==> config.mk <==
export PLATFORM = sky130hd
export DESIGN_NAME = cf_regsel
export DESIGN_NICKNAME = d
export VERILOG_FILES = /design/src/rtl/cf_regsel.sv
export SDC_FILE = /design/constraint.sdc
export NUM_CORES = 1
export LEC_CHECK = 0
export CORE_UTILIZATION = 64
export DETAILED_ROUTE_END_ITERATION = 10
export DONT_BUFFER_PORTS = 1
export PLACE_DENSITY = 0.86
export SYNTH_ARGS = -nofsm -noshare
export SYNTH_HDL_FRONTEND = slang
export SYNTH_SLANG_ARGS = --single-unit
export TNS_END_PERCENT = 10
==> constraint.sdc <==
create_clock -name clk -period 2.4 [get_ports clk]
set_input_delay 0.24 -clock clk [delete_from_list [all_inputs] [get_ports clk]]
set_output_delay 0.24 -clock clk [all_outputs]
set_load 0.02 [all_outputs]
==> src/rtl/cf_regsel.sv <==
module cf_regsel #(
  parameter int ADDR_W  = 11,
  parameter int NUM_TF  = 8,
  parameter int ALT_IDX = 6
) (
  input  logic              clk,
  input  logic              rst_n,
  input  logic              sel0_n,
  input  logic              sel1_n,
  input  logic [ADDR_W-1:0] addr,
  input  logic              reg_dmack_n,
  input  logic              iord_n,
  input  logic              iowr_n,
  input  logic              oe_atasel_n,
  input  logic              we_n,
  input  logic              csel_n,
  output logic              ide_mode,
  output logic              is_master,
  output logic [NUM_TF-1:0] tf_sel,
  output logic              alt_sel,
  output logic              dc_sel,
  output logic              dma_sel,
  output logic              attr_sel,
  output logic              common_sel,
  output logic              io_sel,
  output logic              lane_lo,
  output logic              lane_hi,
  output logic              lane_swap,
  output logic              iocs16_n,
  output logic              proto_err,
  output logic              wr_stb,
  output logic [ADDR_W-1:0] reg_addr
);
  localparam int TF_W = $clog2(NUM_TF);

  logic straps_done, wsel_q;
  logic c0, c1, dk, rd, wr, viol;
  logic tf_ok, cs1_ok, dma_ok, tf_hit, data_reg;
  logic alt_d, dc_d, dma_d, word_d, byte_d;
  logic any_ce, mem_cyc, io_cyc, pc_act;
  logic [TF_W-1:0] idx;
  logic [NUM_TF-1:0] tf_d;

  assign c0  = ~sel0_n;
  assign c1  = ~sel1_n;
  assign dk  = ~reg_dmack_n;
  assign rd  = ~iord_n;
  assign wr  = ~iowr_n;
  assign idx = addr[TF_W-1:0];

  assign viol     = (c0 & c1) | ((c0 | c1) & dk);
  assign tf_ok    = c0 & ~c1 & ~dk;
  assign cs1_ok   = c1 & ~c0 & ~dk & (idx == TF_W'(ALT_IDX));
  assign dma_ok   = dk & ~c0 & ~c1;
  assign tf_hit   = tf_ok & (rd | wr);
  assign data_reg = tf_ok & (idx == '0);
  assign alt_d    = cs1_ok & rd;
  assign dc_d     = cs1_ok & wr;
  assign dma_d    = dma_ok & (rd | wr);
  assign word_d   = (tf_hit & data_reg) | dma_d;
  assign byte_d   = (tf_hit & ~data_reg) | alt_d | dc_d;

  genvar gi;
  generate
    for (gi = 0; gi < NUM_TF; gi++) begin : g_tf
      assign tf_d[gi] = tf_hit & (idx == TF_W'(gi));
    end
  endgenerate

  assign any_ce  = c0 | c1;
  assign mem_cyc = ~oe_atasel_n | ~we_n;
  assign io_cyc  = rd | wr;
  assign pc_act  = any_ce & (mem_cyc | io_cyc);

  always_ff @(posedge clk or negedge rst_n) begin
    if (!rst_n) begin
      straps_done <= 1'b0;
      ide_mode    <= 1'b0;
      is_master   <= 1'b0;
    end else if (!straps_done) begin
      straps_done <= 1'b1;
      ide_mode    <= ~oe_atasel_n;
      is_master   <= ~oe_atasel_n & ~csel_n;
    end
  end

  always_ff @(posedge clk or negedge rst_n) begin
    if (!rst_n) begin
      tf_sel     <= '0;
      alt_sel    <= 1'b0;
      dc_sel     <= 1'b0;
      dma_sel    <= 1'b0;
      attr_sel   <= 1'b0;
      common_sel <= 1'b0;
      io_sel     <= 1'b0;
      lane_lo    <= 1'b0;
      lane_hi    <= 1'b0;
      lane_swap  <= 1'b0;
      iocs16_n   <= 1'b1;
      proto_err  <= 1'b0;
      wsel_q     <= 1'b0;
      wr_stb     <= 1'b0;
      reg_addr   <= '0;
    end else if (ide_mode) begin
      tf_sel     <= tf_d;
      alt_sel    <= alt_d;
      dc_sel     <= dc_d;
      dma_sel    <= dma_d;
      attr_sel   <= 1'b0;
      common_sel <= 1'b0;
      io_sel     <= 1'b0;
      lane_lo    <= word_d | byte_d;
      lane_hi    <= word_d;
      lane_swap  <= 1'b0;
      iocs16_n   <= ~(data_reg | dma_ok);
      proto_err  <= proto_err | viol;
      wsel_q     <= (tf_ok | cs1_ok) & wr;
      wr_stb     <= wsel_q & iowr_n;
      reg_addr   <= ADDR_W'(idx);
    end else begin
      tf_sel     <= '0;
      alt_sel    <= 1'b0;
      dc_sel     <= 1'b0;
      dma_sel    <= 1'b0;
      attr_sel   <= any_ce & mem_cyc & dk;
      common_sel <= any_ce & mem_cyc & ~dk;
      io_sel     <= any_ce & io_cyc & dk;
      lane_lo    <= pc_act & c0;
      lane_hi    <= pc_act & c1;
      lane_swap  <= pc_act & c0 & ~c1 & addr[0];
      iocs16_n   <= 1'b1;
      wsel_q     <= 1'b0;
      wr_stb     <= 1'b0;
      reg_addr   <= addr;
    end
  end
endmodule


==> results of run 1 <==
[how the worst max path moves through the flow]
stage | to | slack, ps | cells after the start
final | ide_mode | 1170 | 1
after global routing | tf_sel[0] | 1080 | 4
after CTS | ide_mode | 1160 | 1
after detailed placement | lane_swap | 1270 | 4
after global placement | lane_hi | 1330 | 4
after floorplan | lane_swap | 1230 | 4
[area by class of cell]
cell class	instances	share of cell area (%)
flip-flops and latches	35	61.60
repair buffers	9	6.854
multi-input cells	56	23.73
inverters	3	0.7909
clock buffers	8	4.833
well taps	25	2.197
[metal layers]
metal  wire, µm  global-route usage, %  share of wire, %  vias to the layer above
met3        195                  9.921               8.7                        7
met5          0                      0                 0                        -
li1           -                      -                 -                      350
met2       1116                  38.57                50                       42
met4         41                  11.76               1.8                        0
met1        899                  28.76                40                      374
[layout by cell type (no fill, tap or decap), drive strengths merged]
cell type	instances
a21oi	1
a311oi	1
a31o	1
and2	1
and2b	2
and3	2
and3b	1
and4	1
buf	2
clkbuf	8
conb	1
dfrtp	34
dfstp	1
dlygate4sd3	7
inv	3
maj3	1
mux2	1
mux2i	2
nand2	8
nand2b	2
nand3	3
nor2	6
nor2b	8
nor3	7
nor4	3
o21ai	1
o21bai	1
o2bb2ai	1
o31ai	1
[cells by family after synthesis]
kind of cell,Yosys count,share of synthesized area [%]
AND/OR/NAND/NOR,44,19.33
flip-flops,35,71.31
AO/OA/AOI/OAI,7,4.477
buffers and inverters,4,1.220
multiplexers,3,2.543
adder cells (fa/ha/maj),1,0.8139
other,1,0.3049
[power breakdown]
| part | switching, mW | total, mW | leakage [nW] | internal [mW] |
|---|---|---|---|---|
| registers | 0.0433 | 0.660 | 0.454 | 0.616 |
| logic | 0.0470 | 0.0812 | 0.183 | 0.0341 |
| clock network | 0.170 | 0.343 | 0.0386 | 0.172 |
==> run_results.csv, run 1 <==
group,metric,value,unit
timing,timing.final.ws_setup,1173,ps
setup_path,crit_chain,"buf_4",
setup_path,rr_worst_depth,4,
worst_hold_path,hold_start,"csel_n",
clock_tree,insertion_delay,320,ps
run_status,status,"finished, final reports clean",
route,routedWlPerCell,16.56,µm
clock_tree,clkSlewWorstSetupHoldPaths,90,ps
route,viasPerCell,5.684,
setup_path,critical-path-top-delay-family,"flip-flops",
cells_and_area,largest_reg_flops,11,
synthesis,ys.flop_type,"dfrtp_1",
die,core,1764,µm²
route,num_vias,773,
clock_tree,cts.sinks,35,
power,p_leak,0.6751,nW
setup_path,setup.worst_path.end_class,"output port",
cells_and_area,stdcell_count,136,
setup_path,crit_type,"flop to output port",
cells_and_area,postLayoutCoreUtil,80.71,%
synthesis,synth.top_cell.area_share,69.18,%
worst_hold_path,worstHoldPathCells,1,
worst_hold_path,hold_class,"input port to flop",
timing,hold_ws,12.10,ps
global_routing,grt_first_pass_wirelength,3325,µm
die,die_y,45.84,µm
timing,fin_tns_setup,0,ps
global_routing,grt_overflow,0,
global_routing,grt_pass1_vias,732,
cells_and_area,seq_area,877.1,µm²
placement,dpl-instance-area,1265,µm²
cells_and_area,design_area,1424,µm²
clock_tree,cts_setup_buffers,0,
power,p_total,1.083,mW
cells_and_area,final_nets,131,
job,cap_violations,0,
cells_and_area,fillers,120,
cells_and_area,top_register,"reg_addr",
setup_path,required,2160,ps
synthesis,async_flop_share,100.0,%
timing,period_share,51.14,%
timing,finalSetupViolations,0,
cells_and_area,area_growth,15.77,%
cells_and_area,antenna_cells,0,
die,die_area,2101,µm²
clock_tree,ctsHtreeMaxLevel,2,
synthesis,synth_largest_area_cell,"dfrtp_1",
clock_tree,cts_tree,"done",
setup_path,r2r_start,"ide_mode",
setup_path,crit_slowest_cell,"dfrtp_1",
synthesis,synth.distinct_cells,29,
synthesis,syn_area_per_cell,12.95,µm²
synthesis,ys_warn_count,0,
die,num_rows,15,
global_routing,antenna_found_initial,0,
die,start_util,69.72,%
timing,hold_viol_final,0,
power,powerDensity,760.8,nW/µm²
placement,portBuffers,0,
setup_path,start_kind,"flop",
placement,preCtsSetupSlack,1274,ps
timing,rsz0062_at_grt,"no",
route,ant_nets,0,
clock_tree,clk_path_buf_depth,2,
setup_path,r2r_end,"lane_swap",
clock_tree,cts_resized,0,
route,drt_iter0_drc,8,
power,ir_drop,0.4781,mV
setup_path,cp_num_buf_inv,1,
timing,slew_violations,0,
timing,fin_crit,1227,ps
cells_and_area,reg_top3,"reg_addr: 11 flops, tf_sel: 8 flops",
route,dr.pass1.iters,4,
route,wl,2252,µm
synthesis,synth_cells,95,
global_routing,grt.total_usage,24.37,%
synthesis,synth_edf_count,0,
clock_tree,cts-root-buf,"clkbuf_4",
worst_hold_path,hold_end,"is_master",
cells_and_area,multi_input_area,337.8,µm²
synthesis,ys_ff_latch,35,
setup_path,critPathLaunch,"ide_mode",
setup_path,slowest_delay,430,ps
placement,place_hpwl,1564,µm
synthesis,synth_area_leaders,"dfrtp_1 69%, nor2b_1 4.1%, nor3_1 2.8%",
setup_path,reg2reg_setup_slack,1240,ps
placement,gp_congestion,0.8528,
setup_path,arrival,990,ps
route,drc,0,
synthesis,netlist_area,1230,µm²
synthesis,ys_seq_area_share,71.31,%
timing,maxClockFrequency,814.7,MHz
placement,dp_cells,120,
setup_path,cp_max_fo,11,
synthesis,synth_common_cells,"34 x dfrtp_1, 8 x nand2_1, 8 x nor2b_1",
timing,fin_skew,2.908,ps
cells_and_area,drive_above_1_share,12.61,%
global_routing,grt_max_degree,36,
clock_tree,cts_made_buffers,5,
die,pin_count,54,
synthesis,yosysMostFrequentCell,"dfrtp_1",
synthesis,synth.net_count,116,
die,die_w,45.84,µm
clock_tree,holdBufCountCts,8,
No activity file was read; power rests on OpenSTA's default activity.
==> run 2, diff against run 1 <==
--- a/config.mk
+++ b/config.mk
@@ -5,10 +5,10 @@
 export SDC_FILE = /design/constraint.sdc
 export NUM_CORES = 1
 export LEC_CHECK = 0
-export CORE_UTILIZATION = 64
+export CORE_UTILIZATION = 59
 export DETAILED_ROUTE_END_ITERATION = 10
 export DONT_BUFFER_PORTS = 1
-export PLACE_DENSITY = 0.86
+export PLACE_DENSITY = 0.81
 export SYNTH_ARGS = -nofsm -noshare
 export SYNTH_HDL_FRONTEND = slang
 export SYNTH_SLANG_ARGS = --single-unit
==> constraint.sdc (replaced) <==
create_clock -name clk -period 1.2 [get_ports clk]
set_input_delay 0.12 -clock clk [delete_from_list [all_inputs] [get_ports clk]]
set_output_delay 0.12 -clock clk [all_outputs]
set_load 0.02 [all_outputs]
==> run_results.csv, run 2 (same netlist as run 1, synthesis figures left out) <==
group,metric,value,unit
run_status,violations,"negative setup slack",
global_routing,grt_pass1_vias,856,
cells_and_area,final_nets,145,
global_routing,grt_overflow,0,
global_routing,grt.total_usage,28.34,%
setup_path,start_kind,"flop",
power,p_int,1.680,mW
die,die_w,47.66,µm
cells_and_area,design_area,1575,µm²
cells_and_area,largest_reg_flops,11,
setup_path,crit_type,"flop to output port",
route,wl,2982,µm
cells_and_area,reg_top3,"reg_addr: 11 flops, tf_sel: 8 flops",
cells_and_area,area_growth,28.08,%
clock_tree,cts_made_buffers,5,
route,routedWlPerCell,19.62,µm
setup_path,crit_top_cell,"buf_4",
timing,period_share,100.1,%
die,die_area,2271,µm²
die,pin_count,54,
route,viasPerCell,5.796,
setup_path,crit_slowest_cell,"dfrtp_1",
setup_path,crit_chain,"buf_4 > buf_4",
cells_and_area,antenna_cells,0,
placement,gp_congestion,0.7979,
cells_and_area,drive_above_1_share,15.20,%
clock_tree,ctsHtreeMaxLevel,2,
timing,rsz0062_at_grt,"yes",
die,num_rows,16,
clock_tree,insertion_delay,340,ps
timing,hold_viol_final,0,
power,swShare,25.58,%
route,num_vias,881,
cells_and_area,final_common_cell,"dfrtp_1",
timing,timing.final.ws_setup,-1.653,ps
placement,place_hpwl,1484,µm
global_routing,grt_first_pass_wirelength,3974,µm
run_status,status,"finished, violations left",
power,clockPowerShare,31.5,%
placement,dpl-instance-area,1275,µm²
power,p_leak,0.7358,nW
route,drc,0,
power,powerDensity,1433,nW/µm²
clock_tree,cts-root-buf,"clkbuf_4",
timing,finalSetupViolations,1,
clock_tree,clkSlewWorstSetupHoldPaths,90,ps
timing,fin_crit,1202,ps
route,dr.pass1.iters,4,
timing,maxClockFrequency,832.2,MHz
power,p_switching,0.5773,mW
setup_path,arrival,1080,ps
setup_path,cp_max_fo,4,
cells_and_area,top_register,"reg_addr",
timing,fin_skew,9.764,ps
job,cap_violations,0,
setup_path,slowest_delay,430,ps
placement,preCtsSetupSlack,66.98,ps
placement,portBuffers,0,
die,start_util,62.69,%
setup_path,setup.worst_path.end_class,"output port",
global_routing,antenna_found_initial,0,
clock_tree,cts.sinks,35,
global_routing,grt_max_degree,36,
worst_hold_path,hold_class,"input port to flop",
power,power_frac_comb,10.0,%
cells_and_area,postLayoutCoreUtil,80.29,%
setup_path,required,1080,ps
timing,hold_ws,11.77,ps
setup_path,reg2reg_setup_slack,40,ps
power,ir_drop,1.121,mV
route,ant_nets,0,
route,drt_iter0_drc,38,
clock_tree,clk_path_buf_depth,2,
die,core,1962,µm²
cells_and_area,final_cell_mix,"34 x dfrtp_1, 19 x dlygate4sd3_1, 8 x nor2b_1",
die,die_y,47.66,µm
power,p_seq_share,58.5,%
timing,slew_violations,0,
clock_tree,cts_tree,"done",
[run 2: cell types whose count changed in the layout (fill, tap and decap cells not counted), sizes merged]
cell         change
buf              +2
dlygate4sd3     +12
[run 2: worst max-delay path, delay by kind of cell, from the launching register on]
kind / cells / cell delay (ps)
buffers and inverters: 2 / 320
flip-flops: 1 / 430
[run 2: layout make-up]
| type | instances | area [µm²] |
|---|---|---|
| flip-flops and latches | 35 | 877.1 |
| repair buffers | 23 | 232.7 |
| inverters | 3 | 11.26 |
| well taps | 27 | 33.78 |
| clock buffers | 8 | 68.82 |
| fillers | 108 | 386.6 |
| multi-input cells | 56 | 351.6 |
[run 2: per-stage QoR]
| step | cells | power [mW] | setup TNS (ps) |
|---|---|---|---|
| 2_1_floorplan | 95 | 1.422 | 0 |
| 3_3_place_gp | 123 | 1.449 | 0 |
| 5_1_grt | 152 | 2.337 | -28.84 |
| 4_1_cts | 151 | 2.230 | 0 |
| 6_report | 152 | 2.257 | -1.653 |
| 3_5_place_dp | 123 | 1.456 | 0 |
[run 2: power by group through the flow]
stage	clock, mW	combinational [mW]	sequential, mW
finish	0.712	0.225	1.32
global route	0.766	0.243	1.33
CTS	0.706	0.205	1.32
detailed placement	0	0.113	1.34
global placement	0	0.109	1.34
floorplan	0	0.0811	1.34
[run 2: path summary, 6_finish.rpt]
check / startpoint / end / cells past startpoint
worst max-delay path: ide_mode / ide_mode / 2
worst min-delay path: sel0_n / proto_err / 2
worst max register to register: ide_mode / lane_lo / 4
worst min register to register: straps_done / is_master / 1
max in group asynchronous: rst_n / iocs16_n / 2
min in group asynchronous: rst_n / tf_sel[5] / 2
[run 2: routing by layer]
metal / GRT usage (%) / share of wire, %
met1: 27.55 / 35
met2: 49.04 / 53
met3: 13.58 / 9.2
met4: 16.11 / 2.6
met5: 0 / 0
[run 2: timing repair]
item                                    4_1_cts  5_1_grt
hold buffers                                 20        0
resized for setup                             0        3
setup buffers                                 0        1
endpoints found under the hold margin        66        0
endpoints found under the setup margin        0        9
